[config.mk]
export PLATFORM = sky130hd
export DESIGN_NAME = pll_lock_detect
export DESIGN_NICKNAME = d
export VERILOG_FILES = /design/src/rtl/pld_pkg.sv /design/src/rtl/pld_phase_meter.sv /design/src/rtl/pld_window_judge.sv /design/src/rtl/pld_hyst_fsm.sv /design/src/rtl/pll_lock_detect.sv
export SDC_FILE = /design/constraint.sdc
export NUM_CORES = 1
export LEC_CHECK = 0
export ABC_AREA = 0
export BUFFER_PORTS_ARGS = -buffer_cell sky130_fd_sc_hd__buf_2
export CAP_MARGIN = 15
export CORE_ASPECT_RATIO = 0.9
export CORE_MARGIN = 2
export CORE_UTILIZATION = 55
export CTS_BUF_LIST = sky130_fd_sc_hd__clkbuf_2
export DETAILED_ROUTE_END_ITERATION = 7
export HOLD_SLACK_MARGIN = 0.06
export PLACE_DENSITY = 0.76
export SLEW_MARGIN = 20
export SYNTH_ARGS = -nofsm -noshare
export SYNTH_HDL_FRONTEND = slang
export SYNTH_SLANG_ARGS = --single-unit
[constraint.sdc]
create_clock -name clk_vco -period 1.2 [get_ports clk_vco]
set_clock_uncertainty 0.2 [all_clocks]
set_input_delay 0.24 -clock clk_vco [delete_from_list [all_inputs] [get_ports clk_vco]]
set_output_delay 0.24 -clock clk_vco [all_outputs]
set_load 0.02 [all_outputs]
[src/rtl/pld_pkg.sv]
package pld_pkg;
  typedef enum logic [1:0] {
    MS_IDLE     = 2'd0,
    MS_WAIT_DIV = 2'd1,
    MS_WAIT_REF = 2'd2
  } meter_st_t;

  localparam int CFG_W      = 16;
  localparam int ANALOG_BIT = 14;
endpackage

[src/rtl/pld_phase_meter.sv]
module pld_phase_meter #(
  parameter int CNT_W = 8
) (
  input  logic               clk,
  input  logic               rst_n,
  input  logic               en,
  input  logic               ref_edge,
  input  logic               div_edge,
  output logic               res_vld,
  output logic               res_late,
  output logic signed [CNT_W:0] res_err
);
  import pld_pkg::*;

  localparam logic [CNT_W-1:0] MAX_CNT = {CNT_W{1'b1}};

  meter_st_t          st_q, st_d;
  logic [CNT_W-1:0]   cnt_q, cnt_d;
  logic               vld_q, vld_d;
  logic               late_q, late_d;
  logic signed [CNT_W:0] err_q, err_d;
  logic signed [CNT_W:0] cnt_pos;

  assign cnt_pos = $signed({1'b0, cnt_q});

  always_comb begin
    st_d   = st_q;
    cnt_d  = cnt_q;
    vld_d  = 1'b0;
    late_d = 1'b0;
    err_d  = err_q;
    if (!en) begin
      st_d  = MS_IDLE;
      cnt_d = '0;
    end else begin
      unique case (st_q)
        MS_IDLE: begin
          if (ref_edge && div_edge) begin
            vld_d = 1'b1;
            err_d = '0;
          end else if (ref_edge) begin
            st_d  = MS_WAIT_DIV;
            cnt_d = {{(CNT_W-1){1'b0}}, 1'b1};
          end else if (div_edge) begin
            st_d  = MS_WAIT_REF;
            cnt_d = {{(CNT_W-1){1'b0}}, 1'b1};
          end
        end
        MS_WAIT_DIV: begin
          if (div_edge || cnt_q == MAX_CNT) begin
            vld_d  = 1'b1;
            late_d = !div_edge;
            err_d  = cnt_pos;
            st_d   = MS_IDLE;
            cnt_d  = '0;
          end else begin
            cnt_d = cnt_q + 1'b1;
          end
        end
        MS_WAIT_REF: begin
          if (ref_edge || cnt_q == MAX_CNT) begin
            vld_d  = 1'b1;
            late_d = !ref_edge;
            err_d  = -cnt_pos;
            st_d   = MS_IDLE;
            cnt_d  = '0;
          end else begin
            cnt_d = cnt_q + 1'b1;
          end
        end
        default: begin
          st_d  = MS_IDLE;
          cnt_d = '0;
        end
      endcase
    end
  end

  always_ff @(posedge clk or negedge rst_n) begin
    if (!rst_n) begin
      st_q   <= MS_IDLE;
      cnt_q  <= '0;
      vld_q  <= 1'b0;
      late_q <= 1'b0;
      err_q  <= '0;
    end else begin
      st_q   <= st_d;
      cnt_q  <= cnt_d;
      vld_q  <= vld_d;
      late_q <= late_d;
      err_q  <= err_d;
    end
  end

  assign res_vld  = vld_q;
  assign res_late = late_q;
  assign res_err  = err_q;

  p_err_bound_r2: assert property (@(posedge clk) disable iff (!rst_n)
    res_vld |-> (res_err <= $signed({1'b0, MAX_CNT}) && res_err >= -$signed({1'b0, MAX_CNT})));

  p_late_full_r8: assert property (@(posedge clk) disable iff (!rst_n)
    res_late |-> (res_vld && (res_err == $signed({1'b0, MAX_CNT}) || res_err == -$signed({1'b0, MAX_CNT}))));

  p_idle_hold_r10: assert property (@(posedge clk) disable iff (!rst_n)
    !en |=> (!res_vld && $stable(res_err)));
endmodule

[src/rtl/pld_window_judge.sv]
module pld_window_judge #(
  parameter int CNT_W = 8,
  parameter int WK_W  = 3,
  parameter int WM_W  = 2
) (
  input  logic signed [CNT_W:0] err,
  input  logic                  late,
  input  logic                  locked,
  input  logic [WK_W-1:0]       lock_win,
  input  logic [WM_W-1:0]       loss_win,
  output logic                  in_phase
);
  logic [CNT_W:0] mag;
  logic [31:0]    lim_lock;
  logic [31:0]    lim_loss;
  logic [31:0]    lim_sel;

  always_comb begin
    mag      = err[CNT_W] ? $unsigned(-err) : $unsigned(err);
    lim_lock = 32'd1 << lock_win;
    lim_loss = 32'd4 << loss_win;
    lim_sel  = locked ? lim_loss : lim_lock;
    in_phase = !late && (32'(mag) <= lim_sel);
  end
endmodule

[src/rtl/pld_hyst_fsm.sv]
module pld_hyst_fsm #(
  parameter int THR_W = 4
) (
  input  logic             clk,
  input  logic             rst_n,
  input  logic             en,
  input  logic             res_vld,
  input  logic             in_phase,
  input  logic [THR_W-1:0] thr_lock,
  input  logic [THR_W-1:0] thr_loss,
  output logic             locked
);
  logic             lock_q, lock_d;
  logic [THR_W-1:0] cnt_q, cnt_d;
  logic [THR_W:0]   cnt_inc;
  logic [THR_W:0]   lim_lock, lim_loss;

  always_comb begin
    cnt_inc  = {1'b0, cnt_q} + 1'b1;
    lim_lock = (thr_lock == '0) ? {{THR_W{1'b0}}, 1'b1} : {1'b0, thr_lock};
    lim_loss = (thr_loss == '0) ? {{THR_W{1'b0}}, 1'b1} : {1'b0, thr_loss};
    lock_d   = lock_q;
    cnt_d    = cnt_q;
    if (!en) begin
      lock_d = 1'b0;
      cnt_d  = '0;
    end else if (res_vld) begin
      if (lock_q == in_phase) begin
        cnt_d = '0;
      end else if (cnt_inc == (lock_q ? lim_loss : lim_lock)) begin
        lock_d = !lock_q;
        cnt_d  = '0;
      end else begin
        cnt_d = cnt_inc[THR_W-1:0];
      end
    end
  end

  always_ff @(posedge clk or negedge rst_n) begin
    if (!rst_n) begin
      lock_q <= 1'b0;
      cnt_q  <= '0;
    end else begin
      lock_q <= lock_d;
      cnt_q  <= cnt_d;
    end
  end

  assign locked = lock_q;

  p_rise_on_pass_r4: assert property (@(posedge clk) disable iff (!rst_n)
    $rose(lock_q) |-> $past(en && res_vld && in_phase));

  p_fall_on_miss_r6: assert property (@(posedge clk) disable iff (!rst_n)
    $fell(lock_q) |-> $past(!en || (res_vld && !in_phase)));

  p_quiet_hold_r7: assert property (@(posedge clk) disable iff (!rst_n)
    (en && !res_vld) |=> $stable(lock_q));

  p_analog_idle_r10: assert property (@(posedge clk) disable iff (!rst_n)
    !en |=> (!lock_q && cnt_q == '0));
endmodule

[src/rtl/pll_lock_detect.sv]
module pll_lock_detect #(
  parameter int CNT_W = 8,
  parameter int THR_W = 4,
  parameter int WK_W  = 3,
  parameter int WM_W  = 2
) (
  input  logic             clk_vco,
  input  logic             rst_n,
  input  logic             ref_edge,
  input  logic             div_edge,
  input  logic [15:0]      cfg_word,
  output logic             lock,
  output logic [CNT_W:0]   phase_err
);
  import pld_pkg::*;

  localparam int TL_LO = THR_W;
  localparam int WK_LO = 2 * THR_W;
  localparam int WM_LO = WK_LO + WK_W;

  logic [1:0]             rst_sync;
  logic                   rst_int_n;
  logic                   en;
  logic                   res_vld, res_late, in_phase, locked;
  logic signed [CNT_W:0]  res_err;

  always_ff @(posedge clk_vco or negedge rst_n) begin
    if (!rst_n) rst_sync <= 2'b00;
    else        rst_sync <= {rst_sync[0], 1'b1};
  end
  assign rst_int_n = rst_sync[1];

  assign en = !cfg_word[ANALOG_BIT];

  pld_phase_meter #(.CNT_W(CNT_W)) u_meter (
    .clk      (clk_vco),
    .rst_n    (rst_int_n),
    .en       (en),
    .ref_edge (ref_edge),
    .div_edge (div_edge),
    .res_vld  (res_vld),
    .res_late (res_late),
    .res_err  (res_err)
  );

  pld_window_judge #(.CNT_W(CNT_W), .WK_W(WK_W), .WM_W(WM_W)) u_judge (
    .err      (res_err),
    .late     (res_late),
    .locked   (locked),
    .lock_win (cfg_word[WK_LO +: WK_W]),
    .loss_win (cfg_word[WM_LO +: WM_W]),
    .in_phase (in_phase)
  );

  pld_hyst_fsm #(.THR_W(THR_W)) u_fsm (
    .clk      (clk_vco),
    .rst_n    (rst_int_n),
    .en       (en),
    .res_vld  (res_vld),
    .in_phase (in_phase),
    .thr_lock (cfg_word[TL_LO +: THR_W]),
    .thr_loss (cfg_word[0 +: THR_W]),
    .locked   (locked)
  );

  assign lock      = locked;
  assign phase_err = res_err;

  p_reset_quiet_r1: assert property (@(posedge clk_vco)
    !rst_int_n |=> (!lock && phase_err == '0));
endmodule

# Word level (Yosys, flattened, before mapping)
# Cells that the tools add are included.
[totals]
memories = 0
inputBits = 20
ram_bits = 0
regBits = 28
latch_bits = 0
elab_cells = 87
mem_bits_ro = 0
[op_classes]
eq_ne = 13
n_reduce_logical = 18
multipliers = 0
n_addsub = 4
n_mux = 40
n_bitwise = 1
shift = 2
div = 0
order_cmp = 1
[ops]
columns = ["operator", "n"]
rows = [
  ["8-bit 2-to-1 mux", 6],
  ["9-bit 2-to-1 mux", 4],
  ["9-bit by 32-bit <= comparator with 1-bit output", 1],
  ["32-bit 2-to-1 mux", 1],
  ["1-bit by 3-bit << shifter with 32-bit output, first input constant", 1],
  ["3-bit by 2-bit << shifter with 32-bit output, first input constant", 1],
  ["9-bit case mux with 3 select lines", 1],
  ["4-bit 2-to-1 mux", 6],
  ["8-bit case mux with 3 select lines", 1],
  ["2-bit 2-to-1 mux", 6],
  ["1-bit 2-to-1 mux", 11],
  ["8-bit negator with 9-bit output", 1],
  ["9-bit negator", 1],
  ["8-bit by 1-bit adder with 8-bit output, second input constant", 1],
  ["8-bit == test, second input constant", 1],
  ["4-bit zero test", 2],
  ["2-bit by 1-bit != test with 1-bit output, second input constant", 3],
  ["3-bit by 2-bit != test with 1-bit output, second input constant", 2],
  ["2-bit case mux with 3 select lines", 1],
  ["4-bit by 1-bit adder with 5-bit output, second input constant", 1],
  ["5-bit == test", 1],
  ["5-bit 2-to-1 mux", 1],
  ["5-bit AND reduction", 1],
  ["1-bit zero test", 4],
  ["other kinds (17)", 20],
]

# Logic depth before layout (Yosys ltp)
# Gate-level depths: netlist of the first run.
[logic_depth]
word_depth = 8
mapped_depth = 12

# By module
# Synthesis of the first run repeated with hierarchy kept, for this count alone.
[hier_totals]
cells_unflattened = 261
area_unflattened_um2 = 2349.8
[modules_own_cells]
columns = ["module", "area_each_um2", "instances", "cells_each", "seq_area_each_um2"]
rows = [
  ["pld_phase_meter", 1386.3, 1, 150, 525.5],
  ["pld_hyst_fsm", 459.2, 1, 46, 125.1],
  ["pld_window_judge", 446.7, 1, 61, 0.0],
  ["pll_lock_detect", 57.6, 1, 4, 50.0],
]

# Least setup slack after synthesis of the first run
# OpenSTA, ideal clock, no wires.
[synth_timing]
path_type = "flip-flop to flip-flop"
start = "reg u_meter.err_q[2], in the netlist u_meter.res_err[2]"
end = "reg u_fsm.cnt_q[0]"
path_slack_ns = -2.013
t_required_ns = 0.858
path_buffers = 0
t_arrival_ns = 2.870
path_stages_with_launch = 11
period_less_slack_ns = 3.213
setup_ns = 0.142
cell_sequence = "dfrtp_1 or3_1 o31ai_1 xnor2_1 ha_1 and4_4 nand4_4 and3_1 a311o_1 a2111oi_2 o32ai_1"
[synth_via]
elab_chain_len = 8
[synth_rtl]
columns = ["item", "line_no", "source"]
rows = [
  ["start: declaration", "pld_phase_meter.sv:21", "logic signed [CNT_W:0] err_q, err_d;"],
  ["start signal: assignment", "pld_phase_meter.sv:91", "err_q <= err_d;"],
  ["9-bit negator", "pld_window_judge.sv:19", "mag = err[CNT_W] ? $unsigned(-err) : $unsigned(err);"],
  ["9-bit 2-to-1 mux *", "pld_window_judge.sv:19", ""],
  ["9-bit by 32-bit <= comparator with 1-bit output *", "pld_window_judge.sv:23", "in_phase = !late && (32'(mag) <= lim_sel);"],
  ["1-bit logical AND *", "pld_window_judge.sv:23", ""],
  ["1-bit == test *", "pld_hyst_fsm.sv:28", "if (lock_q == in_phase) begin"],
  ["4-bit 2-to-1 mux *", "pld_hyst_fsm.sv:28", ""],
  ["4-bit 2-to-1 mux *", "pld_hyst_fsm.sv:27", "end else if (res_vld) begin"],
  ["4-bit 2-to-1 mux *", "pld_hyst_fsm.sv:24", "if (!en) begin"],
  ["end signal: assignment", "pld_hyst_fsm.sv:45", "cnt_q <= cnt_d;"],
  ["end: declaration", "pld_hyst_fsm.sv:14", "logic [THR_W-1:0] cnt_q, cnt_d;"],
]
# Every way passes the cells marked *; elsewhere a longest branch is shown, timed or not. The select of a mux whose other input is x is not followed.
# A chain may end at the register's enable or synchronous reset.

# Final worst setup path of the first run
[layout_timing]
start = "reg u_meter.err_q[1], in the netlist u_meter.res_err[1]"
end = "reg u_fsm.cnt_q[0]"
# The elaborated chain is that of the path after synthesis.

==> metrics.md, run 1 <==
| Metric | Value |
|---|---|
| Run status | complete, but fails checks |
| Failing checks | negative setup slack |
| Worst hold margin | approximately 26 ps |
| Post-synth top cells | dfrtp_1 (28), nand2_1 (24), ha_1 (16) |
| Placer Congestion | between 0.8 and 0.9 |
| Total number of H-tree levels | 1 |
| Worst path top cell family by delay | simple AND/OR/NAND/NOR gates |
| Number of buffers inserted for hold repair after clock tree synthesis | 3 |
| Post-synthesis async set-or-reset flop share | between 90% and 100% |
| CTS buffer count | 3 |
| Worst path setup slack after routing | -2184 ps |
| Cell with the most instances after synthesis | dfrtp_1 |
| Routed Antenna Nets | 0 |
| Flop and latch count out of synthesis | 28 |
| First-pass GRT wire length | between 10,000 and 15,000 um |
| Most instantiated flip-flop cell in the synthesis netlist | dfrtp_1 |
| Lkg Pwr | about 1.8 nW |
| Proportion of synthesized chip area in sequential cells | 30.60% |
| Area enclosed by the die boundary | between 0.004 and 0.005 mm2 |
| Count of different cell masters after synthesis | 61 |
| Number of max-slew violations in the final report | 0 |
| Initial cell density of the core | a little under three fifths |
| Class of the tightest hold or removal check | register to async pin |
| Source of the worst register-to-register timing path | u_meter.res_err[1] |
| Endpoint class of the critical path | register |
| Final layout net count | ~430 |
| Number of ports placed on the die boundary | 30 |
| Total half-perimeter wirelength after legalization and detailed placement | ~4700 um |
| Achievable frequency | a little under 300 MHz |
| Cell taking the most area after synthesis | dfrtp_1 |
| Overall Global Routing Usage | about a third |
| Filler-free cell count of the finished design | 436 |
| Cell total after placement | approximately 400 |
| Setup-violating endpoint count in the final report | 36 |
| Maximum clock insertion buffer count | 2 |
| Leftover overflow at the end of global routing | 0 |
| Initial antenna violation count | 0 |
| Maximum resistive drop on vdd | between 0.8 and 0.9 mV |
| Detailed-route wire length | 12,370 um |
| Clock input transition at the sequential cells of the worst setup and hold paths | roughly 350 ps |
| Number of maximum-capacitance constraint violations | 0 |
| Share of the synthesized area in the top cell type | a little under a third |
| Initial detailed-routing violation count | 445 |
| Setup repair after global routing missed its margin | yes |
| Later-pin clock latency in the skew report | ~440 ps |
| Die Ht | approximately 65 um |
| Rows | 22 |
| Fraction of layout instances using a drive strength above 1 | around three fifths |
| Total number of vias | 3,160 |
| Pin count of the biggest net entering global routing | 27 |
| Largest stage delay, worst path | approximately 510 ps |
| Largest fanout of any net on the critical path | 4 |
| Critical Path Start Type | register |
| Endpoint arrival time on the critical path | about 3500 ps |
| Number of global-route vias before repair | 2,710 |
| Total chip power | 3.893 mW |
| Power density over the cells | ~1000 mW/mm2 |
| EDFF count, synth | 0 |
| Mean routed wirelength per cell | between 20 and 30 um |
| Total buffers and inverters traversed by the critical path | 0 |
| Clock tree sinks | 28 |
| Critical path, cell by cell | or3_4, o21ai_2, xnor2_1, ha_1, and4_4, nand4_4, and3_1, a311o_1, a2111oi_4, o32ai_1 |
| Synthesized area divided by synthesized cell count | roughly 9 um2 |
| Largest cells by area after synthesis | dfrtp_1 (31%), ha_1 (8.7%), nand2_1 (3.9%) |
| Floorplan core area | 0.004046 mm2 |
| Count of final hold-check violations | 0 |
| TritonCTS clock tree | built |
| Count of input and output buffers | 27 |
| Via-to-Cell Ratio | 7.248 |
| Number of filler cells placed in the layout | 73 |
| Number of optimization iterations in the first detailed-route pass | 6 |
| Number of warnings issued by yosys | 0 |
| Relative area change from synthesis to final layout | 70.60% |
| Root Driver | clkbuf_2 |
| Width of the die | between 70 and 80 um |
| Post-synth design cell area | 0.002290 mm2 |
| Final period utilization | 282.0% |
| Count of inserted antenna diode cells | 0 |
| Post-Synthesis Net Count | 291 |
| Start point of the critical path | u_meter.res_err[1] |
| Cell with the largest stage delay on the worst path | dfrtp_1 |
| Final critical path time including I/O delays and setup | between 3000 and 4000 ps |
| Mapped Cells | between 200 and 300 |
| CP Class | register to register |
| DRC violations left | 0 |
| Req. time, crit path | approximately 1400 ps |
where the power goes:
group          internal, mW  leakage, nW  switching, mW
combinational          1.05         1.42           1.10
sequential            0.997        0.365         0.0849
clock                 0.286       0.0266          0.372
placed cells by master, fill, tap and decap left out, types with 3 or more instances in the layout:
| cell | netlist | final |
|---|---|---|
| a21oi_1 | 10 | 7 |
| inv_4 | 0 | 4 |
| a22oi_1 | 5 | 3 |
| o21ai_1 | 10 | 4 |
| buf_2 | 3 | 17 |
| xnor2_1 | 10 | 7 |
| buf_4 | 1 | 88 |
| inv_1 | 12 | 4 |
| nor2_1 | 15 | 13 |
| dfrtp_1 | 28 | 19 |
| clkbuf_2 | 0 | 3 |
| xor2_1 | 9 | 9 |
| nand4_1 | 5 | 5 |
| buf_6 | 1 | 30 |
| o21ai_0 | 8 | 5 |
| nor3_1 | 5 | 5 |
| nand2b_1 | 10 | 8 |
| inv_2 | 0 | 4 |
| nand3_1 | 5 | 4 |
| o32ai_1 | 3 | 3 |
| nor2b_1 | 4 | 4 |
| a31oi_1 | 3 | 3 |
| dlygate4sd3_1 | 0 | 3 |
| nor4_4 | 2 | 3 |
| nand2_1 | 24 | 16 |
| dfrtp_2 | 0 | 9 |
| a21oi_2 | 0 | 3 |
| ha_1 | 16 | 9 |
| ha_4 | 0 | 6 |
| mux2i_1 | 6 | 6 |
| nand2_4 | 0 | 7 |
| o21ai_2 | 0 | 9 |
worst paths after layout:
path	end	slack (ps)	cells after the start
hold / removal	u_meter.res_err[6]	30	1
min in group clk_vco	u_meter.res_vld	50	4
hold reg to reg	u_meter.res_err[6]	30	1
max in group asynchronous	rst_sync[0]	300	3
setup / recovery	u_fsm.cnt_q[0]	-2180	10
setup reg to reg	u_fsm.cnt_q[0]	-2180	10
logic make-up (layout without fill, tap and decap cells):
| logic type | Yosys count | count (layout) | synth area share [%] |
|---|---|---|---|
| AOI/OAI and AO/OA | 60 | 60 | 18.14 |
| other | 1 | 1 | 0.1638 |
| adders and majority gates | 16 | 16 | 8.743 |
| and+or+nand+nor | 101 | 101 | 27.87 |
| DFF | 28 | 28 | 30.60 |
| xor gates and xnor gates | 19 | 19 | 7.268 |
| muxes | 6 | 6 | 2.623 |
| buffers and inverters | 24 | 157 | 4.590 |
cell type report:
| cell class | count | area, um2 | area share, % |
|---|---|---|---|
| clock inverters | 1 | 30.03 | 0.7687 |
| inverters | 12 | 55.05 | 1.409 |
| well taps | 48 | 60.06 | 1.537 |
| multi-input cells | 203 | 1866 | 47.76 |
| clock buffers | 3 | 15.01 | 0.3844 |
| flip-flops and latches | 28 | 711.9 | 18.23 |
| repair buffers | 141 | 1169 | 29.92 |
metal layers:
metal | track usage (%) | wire length, um | part of all wire (%)
met5 | 0 | 0 | 0
met2 | 64.70 | 5541 | 45
met3 | 5.061 | 1621 | 13
met4 | 16.51 | 1331 | 11
met1 | 38.69 | 3874 | 31
stage by stage:
| stage | instance area, um2 | setup TNS, ps | setup WS, ps | utilization (%) |
|---|---|---|---|---|
| 2_1_floorplan | 2409 | -20520 | -1817 | - |
| 3_3_place_gp | 3164 | -19180 | -1787 | 78.20 |
| 3_5_place_dp | 3164 | -20260 | -1884 | 78.20 |
| 4_1_cts | 3546 | -24810 | -1840 | 87.63 |
| 5_1_grt | 3906 | -31580 | -2280 | 96.54 |
| 6_report | 3906 | -31070 | -2184 | 96.54 |
flip-flops by register name (all words and copies together) (netlist names):
signal            flops
rst_sync              2
u_fsm.cnt_q           4
u_fsm.locked          1
u_meter.cnt_q         8
u_meter.res_err       9
u_meter.res_late      1
u_meter.res_vld       1
u_meter.st_q          2
repair_timing:
action | in CTS | in global routing
pin swaps | 15 | 35
endpoints found under the setup margin | 36 | 36
buffers inserted | 18 | 17
resized for setup | 58 | 62
hold endpoints to repair | 33 | 15
No activity file was read; power rests on OpenSTA's default activity.
==> inputs of run 2 (changes only) <==
- ABC_AREA: 0 -> 1
- PLACE_DENSITY: 0.76 -> 0.75
- SYNTH_HIERARCHICAL: unset -> 1
==> metrics.md, run 2 <==
| Metric | Value |
|---|---|
| Run status | complete, but fails checks |
| Failing checks | negative setup slack |
| Number of maximum-capacitance constraint violations | 0 (unchanged) |
| CTS buffer count | 3 (unchanged) |
| Clock input transition at the sequential cells of the worst setup and hold paths | 340 ps (about the same) |
| CP Class | register to register |
| Top flop regs | u_meter/res_err: 9 flops, u_meter/cnt_q: 8 flops, u_fsm/cnt_q: 4 flops |
| Filler-free cell count of the finished design | 560 (+28%) |
| Leftover overflow at the end of global routing | 0 (unchanged) |
| Req. time, crit path | 1370 ps (about the same) |
| Highest-count cells in the layout ignoring fill and taps | nand2_1 (91), buf_4 (67), inv_1 (42) |
| Initial antenna violation count | 0 (unchanged) |
| EDFF count, synth | 0 (unchanged) |
| Routed Antenna Nets | 0 (unchanged) |
| Area enclosed by the die boundary | 0.005051 mm2 (+7.6%) |
| Worst path setup slack after routing | -1583 ps (+601.0 ps) |
| Final layout net count | 535 (+26%) |
| Count of final hold-check violations | 0 (unchanged) |
| First-pass GRT wire length | 12,770 um (+1.7%) |
| Number of optimization iterations in the first detailed-route pass | 6 (unchanged) |
| Number of buffers inserted for hold repair after clock tree synthesis | 3 (unchanged) |
| Post-synthesis async set-or-reset flop share | 100.0% (unchanged) |
| Setup repair after global routing missed its margin | yes |
| Total number of H-tree levels | 1 (unchanged) |
| Maximum clock insertion buffer count | 2 (unchanged) |
| Via-to-Cell Ratio | 6.220 (-14%) |
| Most common library cell in the layout ignoring fill and taps | nand2_1 |
| Floorplan core area | 0.004403 mm2 (+8.8%) |
| Mean routed wirelength per cell | 20.80 um (-27%) |
| Post-synth top cells | nand2_1 (129), inv_1 (52), nor2_1 (35) |
| Final critical path time including I/O delays and setup | 2783 ps (-601.0 ps) |
| Cell with the most instances after synthesis | nand2_1 |
| Max reg flops | 9 (unchanged) |
| Endpoint arrival time on the critical path | 2950 ps (-590 ps) |
| Cell total after placement | 528 (+31%) |
| Pin count of the biggest net entering global routing | 19 (-30%) |
| DRC violations left | 0 (unchanged) |
| Clock tree sinks | 28 (unchanged) |
| Maximum resistive drop on vdd | 0.9681 mV (+7.7%) |
| Register with the most flip-flops | u_meter/res_err |
| Critical Path Start Type | register |
| Lkg Pwr | 2.106 nW (+16%) |
| Number of ports placed on the die boundary | 30 (unchanged) |
| Count of different cell masters after synthesis | 33 (-46%) |
| Count of input and output buffers | 27 (unchanged) |
| Total chip power | 5.529 mW (+42%) |
| Number of filler cells placed in the layout | 151 (+110%) |
| Root Driver | clkbuf_2 |
| Detailed-route wire length | 11,650 um (-5.8%) |
| Post-synth design cell area | 0.002474 mm2 (+8.0%) |
| Initial cell density of the core | 56.18% (-0.41 points) |
| Later-pin clock latency in the skew report | 420 ps (-20 ps) |
| Achievable frequency | 359.3 MHz (+22%) |
| Width of the die | 74.69 um (+3.7%) |
| Synthesized area divided by synthesized cell count | 6.544 um2 (-27%) |
| Relative area change from synthesis to final layout | 65.91% |
| Endpoint class of the critical path | register |
| Largest fanout of any net on the critical path | 4 (unchanged) |
| Most instantiated flip-flop cell in the synthesis netlist | dfrtp_1 |
| Power density over the cells | 1347 mW/mm2 (+35%) |
| Class of the tightest hold or removal check | primary input to register |
| Rows | 23 (+4.5%) |
| Total number of vias | 3,483 (+10%) |
| Placer Congestion | 0.8952 (+10%) |
| TritonCTS clock tree | built |
| Die Ht | 67.62 um (+3.7%) |
| Cell taking the most area after synthesis | dfrtp_1 |
| Final period utilization | 231.9% (-50 points) |
| Setup-violating endpoint count in the final report | 36 (unchanged) |
| Share of the synthesized area in the top cell type | 28.33% (-2.3 points) |
| Flop and latch count out of synthesis | 28 (unchanged) |
| Number of global-route vias before repair | 2,932 (+8.2%) |
| Post-Synthesis Net Count | 414 (+42%) |
| Proportion of synthesized chip area in sequential cells | 28.33% (-2.3 points) |
| Worst hold margin | 7.105 ps (-18.48 ps) |
| Total half-perimeter wirelength after legalization and detailed placement | 5000 um (+6.6%) |
| Overall Global Routing Usage | 33.06% (-1.7 points) |
| Fraction of layout instances using a drive strength above 1 | 50.80% (-7.7 points) |
| Mapped Cells | 378 (+48%) |
| Setup tns final | -25,320 ps (+5749 ps) |
| Number of max-slew violations in the final report | 0 (unchanged) |
| Number of warnings issued by yosys | 6 (+6) |
| Count of inserted antenna diode cells | 0 (unchanged) |
| Initial detailed-routing violation count | 501 (+13%) |
| Largest cells by area after synthesis | dfrtp_1 (28%), nand2_1 (20%), ha_1 (8.1%) |
[run 2: cell families after synthesis]
family / synth area share (%)
AO/OA/AOI/OAI: 10.17
XOR/XNOR: 3.187
adder cells (fa/ha/maj): 8.093
buffers and inverters: 11.48
flip-flops: 28.33
other: 0.1516
AND/OR/NAND/NOR: 38.59
[run 2: metal layers]
| layer | vias to the layer above | track usage (%) | wire length [um] |
|---|---|---|---|
| met3 | 149 | 4.328 | 1234 |
| li1 | 1433 | - | - |
| met2 | 341 | 64.71 | 5253 |
| met4 | 0 | 15.18 | 1221 |
| met1 | 1560 | 34.57 | 3938 |
| met5 | - | 0 | 0 |
[run 2: repair_timing]
item | 4_1_cts | 5_1_grt
cloned | 1 | 1
pin swaps | 34 | 32
hold endpoints to repair | 19 | 1
setup endpoints to repair | 36 | 54
gates resized for setup | 89 | 74
buffers inserted | 14 | 15
[run 2: stage by stage]
stage	instance area (um2)	utilization [%]	worst slack, ps
6_report	4104	93.21	-1583
5_1_grt	4104	93.21	-1695
4_1_cts	3751	85.19	-1346
3_5_place_dp	3264	74.14	-1415
3_3_place_gp	3264	74.14	-1278
2_1_floorplan	2591	-	-1239
[run 2: path summary, 6_finish.rpt]
path	slack (ps)	startpoint	cells after the start	end
worst min register to register	100	rst_sync[1]	1	u_meter/res_err[8]
worst max register to register	-1580	u_meter/res_err[2]	15	u_fsm/cnt_q[1]
worst min-delay path	7	ref_edge	5	u_meter/st_q[0]
worst max-delay path	-1580	u_meter/res_err[2]	15	u_fsm/cnt_q[1]
max in group asynchronous	200	rst_n	3	rst_sync[0]
min in group asynchronous	100	rst_sync[1]	1	u_meter/res_err[8]
[run 2: layout make-up]
type / instances / area, um2 / area share [%]
Sequential cell: 28 / 710.7 / 17.32
Clock buffer: 3 / 15.01 / 0.3659
Timing Repair Buffer: 123 / 1082 / 26.37
Tap cell: 62 / 77.57 / 1.890
Multi-Input combinational cell: 284 / 1937 / 47.20
Inverter: 59 / 251.5 / 6.128
Clock inverter: 1 / 30.03 / 0.7317
[run 2: worst max-delay path, stage by stage, from the launching register on]
cell      delay, ps
dfrtp_2         520
clkinv_4         80
nand3_2         100
o21ai_2         160
nand2_1          90
xor2_1          150
ha_1            310
a21o_1          180
nor2_1          110
nand2_1          90
a21oi_2         150
xor2_1          150
nand2_1         120
inv_2           110
nand2_1          70
o21ai_1         140
[run 2: power by group]
group / switching (mW) / total [mW] / leakage (nW) / internal (mW)
Combinational: 2.07 / 3.68 / 1.71 / 1.61
Clock: 0.354 / 0.641 / 0.0266 / 0.287
Sequential: 0.144 / 1.21 / 0.367 / 1.07
Total: 2.57 / 5.53 / 2.11 / 2.96
==> inputs of run 3 (changes only) <==
- CORE_ASPECT_RATIO: 0.9 -> 0.75
==> metrics.md, run 3 <==
| Metric | Value |
|---|---|
| Maximum clock insertion buffer count | 2 (unchanged) |
| Placer Congestion | 0.9521 (+6.4%) |
| Number of ports placed on the die boundary | 30 (unchanged) |
| Root Driver | clkbuf_2 |
| Kind of the worst endpoint | register data pin |
| Stage where the flow stopped | global routing (5_1_grt) |
| Leftover overflow at the end of global routing | 3 |
| Overall Global Routing Usage | 68.29% |
| Most instantiated flip-flop cell in the synthesis netlist | dfrtp_1 |
| CTS buffer count | 3 (unchanged) |
| Clock tree sinks | 28 (unchanged) |
| Post-synth design cell area | 0.002474 mm2 (unchanged) |
| Share of the synthesized area in the top cell type | 28.33% (unchanged) |
| Flop and latch count out of synthesis | 28 (unchanged) |
| EDFF count, synth | 0 (unchanged) |
| Mapped Cells | 378 (unchanged) |
| Post-synthesis async set-or-reset flop share | 100.0% (unchanged) |
| Pin count of the biggest net entering global routing | 20 |
| Cell with the most instances after synthesis | nand2_1 |
| Cell taking the most area after synthesis | dfrtp_1 |
| Number of warnings issued by yosys | 6 (unchanged) |
| Synthesized area divided by synthesized cell count | 6.544 um2 (unchanged) |
| Post-synth top cells | nand2_1 (129), inv_1 (52), nor2_1 (35) |
| Die Ht | 62.08 um (-8.2%) |
| Count of input and output buffers | 27 (unchanged) |
| Count of different cell masters after synthesis | 33 (unchanged) |
| Post-place instance area | 0.003296 mm2 (+0.96%) |
| Rows | 21 (-8.7%) |
| Largest cells by area after synthesis | dfrtp_1 (28%), nand2_1 (20%), ha_1 (8.1%) |
| Post-Synthesis Net Count | 414 (unchanged) |
| Proportion of synthesized chip area in sequential cells | 28.33% (unchanged) |
| Total number of H-tree levels | 1 (unchanged) |
| Initial cell density of the core | 56.37% (+0.19 points) |
| Run status | stopped before the end |
| First error | [ERROR GRT-0232] Routing congestion too high. Check the congestion heatmap in the GUI. |
| Total half-perimeter wirelength after legalization and detailed placement | 5155 um (+3.1%) |
| Width of the die | 81.44 um (+9.0%) |
| End pin of the worst setup path after global-route repair | u_fsm/cnt_q[1]$_DFFE_PN0P_/D |
-- run 3: cell counts after synthesis --
No cell type changed its count.
-- run 3: timing repair --
action,CTS
buffers inserted,18
cloned,2
setup endpoints to repair,36
gates resized for setup,85
pin swaps,26
hold endpoints to repair,10
hold buffers,3
-- run 3: metrics by stage --
stage,instances,setup slack (ps)
after floorplan,378,-1239
after global placement,528,-1285
after detailed placement,528,-1426
after CTS,554,-1383
-- run 3: kinds of logic after synthesis --
family | synth area share [%]
XOR/XNOR | 3.187
buffers and inverters | 11.48
flip-flops | 28.33
other | 0.1516
adder cells (fa/ha/maj) | 8.093
AND/OR/NAND/NOR | 38.59
AO/OA/AOI/OAI | 10.17
-- run 3: layer usage --
layer / GRT overflow / GRT usage [%]
met1: 0 / 68.02
met5: 0 / 13.00
met3: 0 / 54.34
met4: 2 / 68.77
met2: 1 / 86.18
==> inputs of run 4 (changes only) <==
- CORE_ASPECT_RATIO: 0.75 -> unset
- CORE_UTILIZATION: 55 -> 40
- CTS_BUF_LIST: sky130_fd_sc_hd__clkbuf_2 -> unset
- HOLD_SLACK_MARGIN: 0.06 -> unset
- PLACE_DENSITY: 0.75 -> unset
- PLACE_DENSITY_LB_ADDON: unset -> 0.15
==> metrics.md, run 4 (synthesized netlist as in run 2, its figures left out) <==
| Metric | Value |
|---|---|
| Run status | complete, but fails checks |
| Failing checks | negative setup slack |
| Endpoint arrival time on the critical path | ~2600 ps |
| Source of the worst register-to-register timing path | u_meter/res_err[1] |
| Highest-count cells in the layout ignoring fill and taps | nand2_1 (103), buf_4 (68), inv_1 (43) |
| Capturing point of the worst reg2reg path | u_fsm/locked |
| Minimum setup slack among reg-to-reg paths | -1420 ps |
| Leftover overflow at the end of global routing | 0 |
| First-pass GRT wire length | around 12,000 um |
| Total half-perimeter wirelength after legalization and detailed placement | 5188 um (+0.64%) |
| Endpoint class of the critical path | register |
| Number of filler cells placed in the layout | 520 |
| Initial cell density of the core | 41.53% (-15 points) |
| Number of max-slew violations in the final report | 0 |
| Placer Congestion | 0.8787 (-7.7%) |
| Total number of vias | between 2,000 and 3,000 |
| Achievable frequency | between 300 and 400 MHz |
| Area enclosed by the die boundary | between 0.006 and 0.007 mm2 |
| Rows | 28 (+33%) |
| Filler-free cell count of the finished design | about 570 |
| Number of ports placed on the die boundary | 30 (unchanged) |
| Lkg Pwr | between 2 and 2.5 nW |
| Register-to-Register Path Depth | 19 |
| Largest fanout of any net on the critical path | 3 |
| Maximum resistive drop on vdd | ~1.1 mV |
| Initial detailed-routing violation count | 100 |
| Number of global-route vias before repair | roughly 2,700 |
| Final critical path time including I/O delays and setup | roughly 2600 ps |
| Final period utilization | 218.1% |
| Mean routed wirelength per cell | ~13 um |
| Die Ht | 82.64 um (+33%) |
| Start point of the critical path | u_meter/res_err[1] |
| Width of the die | 82.64 um (+1.5%) |
| CP Class | register to register |
| Initial antenna violation count | 0 |
| Floorplan core area | ~0.006 mm2 |
| Worst setup path endpoint | u_fsm/locked |
| Critical Path Start Type | register |
| Final layout net count | between 500 and 600 |
| Count of inserted antenna diode cells | 0 |
| Detailed-route wire length | between 7000 and 8000 um |
| Number of optimization iterations in the first detailed-route pass | 4 |
| Later-pin clock latency in the skew report | between 200 and 300 ps |
| Count of final hold-check violations | 0 |
| DRC violations left | 0 |
| Class of the tightest hold or removal check | register to async pin |
| Overall Global Routing Usage | around 22% |
| Register with the most flip-flops | u_meter/res_err |
| Worst path setup slack after routing | -1418 ps |
| Count of input and output buffers | 27 (unchanged) |
| Cell total after placement | 545 (+3.2%) |
| Maximum clock insertion buffer count | 2 (unchanged) |
| Setup-violating endpoint count in the final report | 36 |
| Setup tns final | -19,720 ps |
| Root Driver | clkbuf_8 |
| Final core area utilization | between 60% and 70% |
| Pin count of the biggest net entering global routing | 27 |
| TritonCTS clock tree | built |
| Top flop regs | u_meter/res_err: 9 flops, u_meter/cnt_q: 8 flops, u_fsm/cnt_q: 4 flops |
| Clock input transition at the sequential cells of the worst setup and hold paths | 100 ps |
| Total number of H-tree levels | 1 (unchanged) |
| Setup repair after global routing missed its margin | yes |
| Clock tree sinks | 28 (unchanged) |
| Via-to-Cell Ratio | approximately 4.8 |
| CTS buffer count | 3 (unchanged) |
| Req. time, crit path | around 1200 ps |
| Power density over the cells | ~1300 mW/mm2 |
| Most common library cell in the layout ignoring fill and taps | nand2_1 |
| Routed Antenna Nets | 0 |
| Fraction of layout instances using a drive strength above 1 | between 40 and 50% |
| Number of maximum-capacitance constraint violations | 0 |
| Relative area change from synthesis to final layout | 62.82% |
| Max reg flops | 9 |
| Post-place setup slack | -1378 ps (+48.05 ps) |
[run 4: how the worst min path moves through the flow]
stage                            from        endpoint  depth (start not counted)
final                     rst_sync[1]  u_fsm/cnt_q[2]                          1
after global routing      rst_sync[1]  u_fsm/cnt_q[2]                          1
after floorplan                 rst_n     rst_sync[0]                          0
after detailed placement        rst_n     rst_sync[0]                          1
after CTS                 rst_sync[1]  u_fsm/cnt_q[2]                          1
after global placement          rst_n     rst_sync[0]                          1
[run 4: power by group]
group          internal, mW  switching, mW
Combinational          1.67           1.71
Sequential             1.06          0.133
Clock                 0.447          0.304
[run 4: stage by stage]
step / cell area (um2) / total power, mW / hold WS, ps
after floorplan: 2591 / 2.813 / -255.6
final: 4028 / 5.327 / 11.10
after global routing: 4028 / 5.753 / 32.96
after detailed placement: 3323 / 3.648 / -173.7
after global placement: 3323 / 3.590 / -175.2
after CTS: 3871 / 5.130 / 22.85
[run 4: cell type report]
type	instances	area, um2	area share [%]
multi-input cells	284	1817	45.11
clock buffers	3	41.29	1.025
repair buffers	124	1080	26.81
flip-flops and latches	28	710.7	17.65
clock inverters	1	30.03	0.7456
well taps	75	93.84	2.330
inverters	59	255.2	6.337
[run 4: timing repair]
item / CTS / global route
resized for setup: 85 / 41
buffers inserted: 20 / 9
pin swaps: 37 / 27
setup endpoints to repair: 36 / 36
gates cloned: 1 / 0
endpoints found under the hold margin: 2 / 0
hold buffers: 1 / 0
[run 4: critical path, stage by stage, from the launching register on]
cell and delay [ps]:
dfrtp_2 430, inv_4 80, ha_4 130, nand3_2 70, nor2_2 130, nand2_1 70
nand2_2 80, xnor2_2 100, ha_1 250, nand2_2 110, nor2_1 50, nor2_1 90
nand2_1 70, a21oi_2 140, xor2_1 170, nand2_1 120, nand2_2 90, nand2_2 50
nand2_2 40, nand2_1 50
[run 4: routing by layer]
layer / up-vias / wire length (um) / GRT usage [%]
met5: - / 0 / 0
met4: 0 / 164 / 8.033
met3: 12 / 207 / 2.174
met2: 48 / 3925 / 43.79
met1: 1283 / 2983 / 24.04
li1: 1432 / - / -
